`src/rtl/dchan_echo_tester.sv`:
```
module dchan_echo_tester #(
  parameter int ACT_TIMEOUT  = 8,
  parameter int ECHO_FRAMES  = 1,
  parameter int FLASH_FRAMES = 4
) (
  input  logic       clk,
  input  logic       rst_n,
  input  logic       start,
  input  logic       rx_bit,
  input  logic       rx_sync,
  output logic       tx_bit,
  output logic [2:0] status,
  output logic       fail,
  output logic       flash
);
  localparam int HIST = 4 * ECHO_FRAMES;
  localparam int TW   = $clog2(ACT_TIMEOUT + 1);
  localparam int HW   = $clog2(HIST + 1);
  localparam int FW   = $clog2(FLASH_FRAMES + 1);
  localparam logic [2:0] S_IDLE = 3'd0, S_WAKE = 3'd1, S_FULL = 3'd2,
                         S_ACT  = 3'd3, S_NOACT = 3'd4, S_LOST = 3'd5;

  logic [5:0]      pos_q, pos;
  logic [2:0]      st_q;
  logic            locked, a_valid, a_val, d_ph, par;
  logic [1:0]      miss;
  logic [TW-1:0]   tcnt;
  logic [HIST-1:0] hist;
  logic [HW-1:0]   hcnt;
  logic [FW-1:0]   fcnt;

  assign pos = (rx_sync || pos_q == 6'd47) ? 6'd0 : pos_q + 6'd1;

  wire fs      = (pos == 6'd0);
  wire miss_ev = (pos_q == 6'd47) && !rx_sync;
  wire d_slot  = (pos == 6'd11) || (pos == 6'd24) || (pos == 6'd35) || (pos == 6'd46);
  wire e_slot  = (pos == 6'd10) || (pos == 6'd23) || (pos == 6'd34) || (pos == 6'd45);
  wire l_slot  = (pos == 6'd1)  || (pos == 6'd10) || (pos == 6'd12) || (pos == 6'd14) ||
                 (pos == 6'd23) || (pos == 6'd25) || (pos == 6'd34) || (pos == 6'd36) ||
                 (pos == 6'd45) || (pos == 6'd47);
  wire full    = (st_q == S_FULL) || (st_q == S_ACT);
  wire tmo     = (tcnt == TW'(ACT_TIMEOUT - 1));

  assign status = st_q;

  always_comb begin
    tx_bit = 1'b1;
    if (st_q == S_WAKE)
      tx_bit = (pos != 6'd0);
    else if (full) begin
      if (pos == 6'd0 || pos == 6'd13) tx_bit = 1'b0;
      else if (l_slot)                 tx_bit = par;
      else if (d_slot)                 tx_bit = (st_q == S_ACT) ? d_ph : 1'b1;
    end
  end

  always_ff @(posedge clk) begin
    if (!rst_n) begin
      pos_q <= 6'd47;  st_q <= S_IDLE;  locked <= 1'b0;  miss <= 2'd0;
      a_valid <= 1'b0; a_val <= 1'b0;   tcnt <= '0;      d_ph <= 1'b1;
      par <= 1'b0;     hist <= '0;      hcnt <= '0;      fail <= 1'b0;
      flash <= 1'b0;   fcnt <= '0;
    end else begin
      pos_q <= pos;
      par   <= l_slot ? 1'b0 : (fs ? tx_bit : par ^ tx_bit);

      if (rx_sync) begin
        locked <= 1'b1;
        miss   <= 2'd0;
      end else if (miss_ev) begin
        locked <= 1'b0;
        if (miss != 2'd3) miss <= miss + 2'd1;
      end

      if (pos == 6'd12 && locked) begin
        a_valid <= 1'b1;
        a_val   <= rx_bit;
      end else if (fs) a_valid <= 1'b0;

      if (fs) begin
        case (st_q)
          S_WAKE:
            if (a_valid && !a_val) begin st_q <= S_FULL; tcnt <= '0; end
            else if (tmo) st_q <= S_NOACT;
            else tcnt <= tcnt + 1'b1;
          S_FULL:
            if (a_valid && a_val) begin st_q <= S_ACT; d_ph <= 1'b1; hcnt <= '0; end
            else if (tmo) st_q <= S_NOACT;
            else tcnt <= tcnt + 1'b1;
          S_ACT:
            if (miss_ev && miss == 2'd2) st_q <= S_LOST;
          default: ;
        endcase
      end

      if (st_q == S_ACT && d_slot) begin
        hist <= {hist[HIST-2:0], d_ph};
        d_ph <= ~d_ph;
        if (hcnt != HW'(HIST)) hcnt <= hcnt + 1'b1;
      end

      if (st_q == S_ACT && e_slot && locked && hcnt == HW'(HIST) && rx_bit != hist[HIST-1])
        fail <= 1'b1;

      if (!fail) begin
        fcnt  <= '0;
        flash <= 1'b0;
      end else if (fs) begin
        if (fcnt == FW'(FLASH_FRAMES - 1)) begin
          fcnt  <= '0;
          flash <= ~flash;
        end else fcnt <= fcnt + 1'b1;
      end

      if (start) begin
        st_q    <= S_WAKE;
        tcnt    <= '0;
        a_valid <= 1'b0;
        fail    <= 1'b0;
        flash   <= 1'b0;
        fcnt    <= '0;
      end
    end
  end


  fail_hold_chk: assert property (@(posedge clk) disable iff (!rst_n) fail && !start |=> fail);

  fail_clear_chk: assert property (@(posedge clk) disable iff (!rst_n) start |=> !fail);

  flash_gate_chk: assert property (@(posedge clk) disable iff (!rst_n) !fail |-> !flash);

  fail_src_chk: assert property (@(posedge clk) disable iff (!rst_n) $rose(fail) |-> $past(st_q) == S_ACT);

  act_entry_chk: assert property (@(posedge clk) disable iff (!rst_n)
    st_q != S_ACT |=> (st_q != S_ACT) || ($past(st_q) == S_FULL));

  lost_entry_chk: assert property (@(posedge clk) disable iff (!rst_n)
    st_q != S_LOST |=> (st_q != S_LOST) || ($past(st_q) == S_ACT));

  tmo_range_chk: assert property (@(posedge clk) disable iff (!rst_n) tcnt <= TW'(ACT_TIMEOUT - 1));
endmodule

```
`config.mk`:
```
export PLATFORM = sky130hd
export DESIGN_NAME = dchan_echo_tester
export DESIGN_NICKNAME = d
export VERILOG_FILES = /design/src/rtl/dchan_echo_tester.sv
export SDC_FILE = /design/constraint.sdc
export NUM_CORES = 1
export LEC_CHECK = 0
export BUFFER_PORTS_ARGS = -buffer_cell sky130_fd_sc_hd__clkbuf_2
export CAP_MARGIN = 20
export CORE_UTILIZATION = 30
export CTS_BUF_LIST = sky130_fd_sc_hd__clkbuf_2 sky130_fd_sc_hd__clkbuf_4 sky130_fd_sc_hd__clkbuf_8
export DETAILED_ROUTE_END_ITERATION = 7
export PLACE_DENSITY = 0.53
export SLEW_MARGIN = 30
export SYNTH_ARGS = -nofsm -noshare
export SYNTH_HDL_FRONTEND = slang
export SYNTH_SLANG_ARGS = --single-unit
```
`constraint.sdc`:
```
create_clock -name clk -period 7.45 [get_ports clk]
set_input_delay 0 -clock clk [delete_from_list [all_inputs] [get_ports clk]]
set_output_delay 0 -clock clk [all_outputs]
set_load 0.01 [all_outputs]
```
==> results.toml, run 1 <==
[worst_setup_path]
timing.rr.start = "pos_q[0]$_SDFF_PN1_"
r2r_cells = 8
cpPeakStageDelay_ns = 0.80
crit_chain = "ha_1 -> nand3_2 -> mux2i_1 -> inv_1 -> a31o_2 -> a211oi_1 -> nand2_1 -> o21ai_1 -> clkbuf_2"
cp.required_ns = 7.45
ff2ff_setup_slack_ns = 4.03
critPathCaptureType = "output pin"
worstPathMaxFanout = 25
start_kind = "flop"
crit_family = "flip-flops"
path_class = "reg -> out"
worstReg2RegEnd = "hcnt[0]$_SDFF_PN0_"
crit_slowest_cell = "dfxtp_1"
crit_arrival_ns = 3.59
crit_buf_inv = 2

[clock_network]
cts.root.buffer_cell = "clkbuf_8"
postCtsSetupBuffers = 0
clk_latency_ns = 0.29
cts_tree = "yes"
hold_buffers = 0
cts_buffers = 5
htreeDepth = 2
clock_sinks = 32
clock_path_buffers = 2
ctsResizeCount = 0
clkTransAtPathRegs_ns = 0.07

[route]
wl_per_cell_um = 13.3
vias_per_cell = 5.24
drtIter0Drc = 160
drc_errors = 0
via_count = 1903
routed_wirelength_um = 4840
drt_first_pass_iters = 4
ant_nets = 0

[cells_and_area]
nNetsFinal = 278
multi_input_area_um2 = 1390
syn2layout_area_growth_pct = 10.7
drive_gt1_frac = 0.120
antenna_cells = 0
finalCoreUtilization = 0.344
fillers = 753
design_area_um2 = 2350
seq_area_um2 = 641

[synthesis]
yosysWarnings = 0
synthTopCellsByCount = "dfxtp_1, nor2_1, o21ai_0"
synthCells = 262
synth_area_per_cell_um2 = 8.10
syn_area_um2 = 2120
synth_seq_cells = 32
synth_top_area_share = 0.302
ys_top_cells_by_area = "dfxtp_1, nor2_1, mux2i_1"
post-synth-top-count-cell = "dfxtp_1"
synth.distinct_cells = 56
yosysTopAreaCell = "dfxtp_1"
synthFlopType = "dfxtp_1"
async_reset_ff_frac = 0
ys_seq_area_frac = 0.302
synth_nets = 274
synth_edf_count = 0

[sta]
rsz0062_at_grt = "false"
hold_violations = 0
setup_viol = 0
final.setup.tns_ns = 0
post-route-min-period_ns = 3.59
slew_headroom = 0.502
clock.fmax_ghz = 0.279
finalMaxSlewViolations = 0
timing.final.crit_share = 0.481
tightest_slew_ns = 0.746
fin_skew_ns = 0.00695

[place]
port_buffers = 10
place_hpwl_um = 3510
dpl_cell_area_um2 = 2240
gp_congestion = 0.889

[global_route]
overflow = 0
grt_start_max_net_pins = 26
grt_usage = 0.140
antenna_found_initial = 0
grt_pass1_vias = 1682
grt_pass1_wl_um = 8150

[floorplan]
die_y_um = 86.1
die-area_um2 = 7410
core_area_um2 = 6830
die_w_um = 86.1
io_pins = 11
rows = 30
initial_core_util = 0.311

[power]
p_leak_nw = 0.836
ir_worst_vdd_mv = 0.0669
powerDensity_nw_per_um2 = 184
finalPower_w = 0.000433

[hold_path]
worstHoldStart = "rx_sync"
min_to = "locked$_SDFFE_PN0P_"
holdCritPathClass = "in -> reg"
worstHoldPathCells = 3

[run]
drv_cap = 0

[outcome]
outcome = "finished clean"
==> layer usage <==
| metal | vias to the layer above | part of all wire | track usage |
|---|---|---|---|
| li1 | 969 | - | - |
| met1 | 869 | 0.50 | 0.195 |
| met2 | 50 | 0.43 | 0.203 |
| met3 | 15 | 0.041 | 0.0212 |
| met4 | 0 | 0.033 | 0.0803 |
| met5 | - | 0 | 0 |
==> state kept, by name, indices dropped and copies added, names as in the netlist <==
| name | flops |
|---|---|
| miss | 2 |
| hist | 4 |
| fcnt | 3 |
| d_ph | 1 |
| a_valid | 1 |
| tcnt | 4 |
| pos_q | 6 |
| fail | 1 |
| status | 3 |
| flash | 1 |
| locked | 1 |
| par | 1 |
| hcnt | 3 |
| a_val | 1 |
==> how the worst max path moves through the flow <==
stage,from,end,depth (start not counted)
finish,pos_q[0]$_SDFF_PN1_,tx_bit,9
global route,pos_q[0]$_SDFF_PN1_,tx_bit,9
CTS,pos_q[0]$_SDFF_PN1_,tx_bit,9
detailed placement,pos_q[0]$_SDFF_PN1_,hcnt[0]$_SDFF_PN0_,8
global placement,pos_q[0]$_SDFF_PN1_,tcnt[3]$_SDFFE_PP0P_,8
floorplan,pos_q[0]$_SDFF_PN1_,tcnt[3]$_SDFFE_PP0P_,7
==> worst min-delay path, delay by kind of cell <==
family	cells	cell delay [ns]
AND/OR/NAND/NOR	1	0.09
buffers and inverters	1	0.14
AO/OA/AOI/OAI	1	0.05
==> power breakdown <==
group          total (W)  switching, W  internal (W)  leakage, nW
clock network   0.000168     0.0000686     0.0000989       0.0541
registers       0.000190     0.0000134      0.000176        0.261
logic          0.0000763     0.0000444     0.0000319        0.521
total           0.000433      0.000126      0.000307        0.836
==> cells by family after synthesis <==
| kind of cell | synth area share |
|---|---|
| XOR/XNOR | 0.0413 |
| multiplexers | 0.0607 |
| adder cells (fa/ha/maj) | 0.0413 |
| flip-flops | 0.302 |
| AND/OR/NAND/NOR | 0.263 |
| buffers and inverters | 0.0448 |
| AO/OA/AOI/OAI | 0.247 |
==> cells in the final DEF, fill, tap and decap left out, drive strengths merged, types with 4 or more instances in the layout <==
cell type / n
nand4: 4
a31oi: 6
nor4: 4
inv: 11
mux2i: 11
nand2b: 6
a211oi: 8
nand3: 12
a21oi: 13
o21a: 4
xnor2: 5
nand2: 15
clkbuf: 15
or4: 5
xor2: 5
nor2b: 8
ha: 7
or2: 4
dfxtp: 32
o21ai: 20
nor2: 27
==> cell type report <==
class	count	share of cell area
clock buffer	5	0.0293
timing repair buffer	10	0.0213
sequential	32	0.273
inverter	11	0.0176
tap	96	0.0511
clock inverter	3	0.0181
multi-input combinational	206	0.590
==> metrics by stage <==
stage / worst slack [ns] / instances / hold WS (ns)
2_1_floorplan: 4.97 / 262 / 0.139
3_3_place_gp: 4.15 / 355 / 0.309
3_5_place_dp: 4.09 / 355 / 0.323
4_1_cts: 3.88 / 363 / 0.0166
5_1_grt: 3.55 / 363 / 0.0518
6_report: 3.86 / 363 / 0.0257
No activity file was read; power rests on OpenSTA's default activity.
==> inputs of run 2 (changes only) <==
--- a/config.mk
+++ b/config.mk
@@ -10,7 +10,7 @@
 export CORE_UTILIZATION = 30
 export CTS_BUF_LIST = sky130_fd_sc_hd__clkbuf_2 sky130_fd_sc_hd__clkbuf_4 sky130_fd_sc_hd__clkbuf_8
 export DETAILED_ROUTE_END_ITERATION = 7
-export PLACE_DENSITY = 0.53
+export PLACE_DENSITY = 0.54
 export SLEW_MARGIN = 30
 export SYNTH_ARGS = -nofsm -noshare
 export SYNTH_HDL_FRONTEND = slang
==> constraint.sdc (replaced) <==
create_clock -name clk -period 3 [get_ports clk]
set_input_delay 0 -clock clk [delete_from_list [all_inputs] [get_ports clk]]
set_output_delay 0 -clock clk [all_outputs]
set_load 0.01 [all_outputs]
==> results.toml, run 2 (synthesis results as in run 1) <==
[cells_and_area]
final_common_cell = "dfxtp_1"
top_register = "pos_q"
design_area_um2 = 2390
syn2layout_area_growth_pct = 12.8
nNetsFinal = 285
drive_gt1_frac = 0.150
top_regs = "pos_q: 6 flops, hist: 4 flops, tcnt: 4 flops"
final_cell_mix = "dfxtp_1, nor2_1, o21ai_0"
fillers = 753
multi_input_area_um2 = 1390
antenna_cells = 0
largest_reg_flops = 6
seq_area_um2 = 642

[clock_network]
postCtsSetupBuffers = 0
cts.root.buffer_cell = "clkbuf_8"
clkTransAtPathRegs_ns = 0.07
cts_tree = "yes"
clock_path_buffers = 2
htreeDepth = 2
clk_latency_ns = 0.30
ctsResizeCount = 0
cts_buffers = 5
hold_buffers = 0
clock_sinks = 32

[power]
ir_worst_vdd_mv = 0.158
p_leak_nw = 0.860
finalPower_w = 0.00105
powerDensity_nw_per_um2 = 437

[route]
drc_errors = 0
via_count = 1958
drt_first_pass_iters = 4
drtIter0Drc = 191
routed_wirelength_um = 5080
ant_nets = 0
vias_per_cell = 5.29
wl_per_cell_um = 13.7

[worst_setup_path]
critPathCaptureType = "output pin"
crit_chain = "nand3_2 -> mux2i_2 -> inv_1 -> a31o_2 -> a211oi_1 -> nand2_1 -> o21ai_1 -> clkbuf_2"
worstPathMaxFanout = 14
crit_slowest_cell = "dfxtp_1"
start_kind = "flop"
cp.required_ns = 3.00
crit_arrival_ns = 2.76
path_class = "reg -> out"
cpPeakStageDelay_ns = 0.63

[sta]
final.setup.tns_ns = 0
setup_viol = 0
tightest_slew_ns = 0.593
post-route-min-period_ns = 2.76
finalMaxSlewViolations = 0
timing.final.crit_share = 0.921
clock.fmax_ghz = 0.362
slew_headroom = 0.604
hold_violations = 0
fin_skew_ns = 0.00850
rsz0062_at_grt = "false"

[place]
place_hpwl_um = 3690
port_buffers = 10
dpl_cell_area_um2 = 2290
gp_congestion = 0.814

[hold_path]
holdCritPathClass = "in -> reg"

[floorplan]
die_y_um = 86.1
rows = 30
die_w_um = 86.1
die-area_um2 = 7410
io_pins = 11
initial_core_util = 0.311
core_area_um2 = 6830

[global_route]
grt_pass1_vias = 1831
grt_pass1_wl_um = 8780
antenna_found_initial = 0
overflow = 0
grt_usage = 0.149
grt_start_max_net_pins = 25

[outcome]
outcome = "finished clean"

[run]
drv_cap = 0
-- run 2: cell count changes in the layout (fill, tap and decap cells not counted) --
cell and change:
buf_4 +7, bufinv_16 -1, clkbuf_4 +1, clkbuf_8 +1, clkinv_2 -1, dfxtp_1 -1
dfxtp_2 +1, mux2i_1 -1, mux2i_2 +1
-- run 2: worst max-delay path: cells and delay by family, from the launching register on --
family | cells | cell delay (ns)
muxes | 1 | 0.42
buffers and inverters | 2 | 0.30
DFF | 1 | 0.63
and+or+nand+nor | 2 | 0.41
AOI/OAI and AO/OA | 3 | 0.71
-- run 2: through the flow --
| step | hold WS [ns] | instances | util | worst slack (ns) |
|---|---|---|---|---|
| after floorplan | 0.139 | 262 | - | 0.515 |
| after global placement | 0.318 | 362 | 0.335 | 0.307 |
| after detailed placement | 0.316 | 362 | 0.335 | 0.263 |
| after CTS | 0.00885 | 370 | 0.350 | 0.108 |
| after global routing | 0.0485 | 370 | 0.350 | 0.0323 |
| final | 0.0133 | 370 | 0.350 | 0.238 |
-- run 2: worst paths after layout --
kind / slack, ns / depth (start not counted) / endpoint / start
max: 0.24 / 8 / tx_bit / pos_q[2]$_SDFF_PN1_
min: 0.01 / 3 / a_val$_SDFFE_PN0P_ / rx_bit
max reg2reg: 0.35 / 7 / tcnt[3]$_SDFFE_PP0P_ / pos_q[2]$_SDFF_PN1_
min reg2reg: 0.46 / 2 / fcnt[2]$_SDFFE_PP0P_ / fcnt[2]$_SDFFE_PP0P_
-- run 2: final cells by class --
class | instances | share of cell area
clock buffers | 7 | 0.0376
inverters | 11 | 0.0173
clock inverters | 1 | 0.00314
multi-input cells | 206 | 0.581
well taps | 96 | 0.0502
repair buffers | 17 | 0.0429
flip-flops and latches | 32 | 0.268
-- run 2: report_power, final --
group	switching [W]	internal, W
clock	0.000177	0.000196
sequential	0.0000225	0.000438
combinational	0.000126	0.0000880
total	0.000326	0.000721
-- run 2: per-layer routing --
metal  vias to the layer above  part of all wire  track usage
met4                         0             0.015       0.0545
met5                         -                 0            0
li1                        989                 -            -
met3                         6             0.030       0.0250
met1                       928              0.49        0.199
met2                        35              0.47        0.241
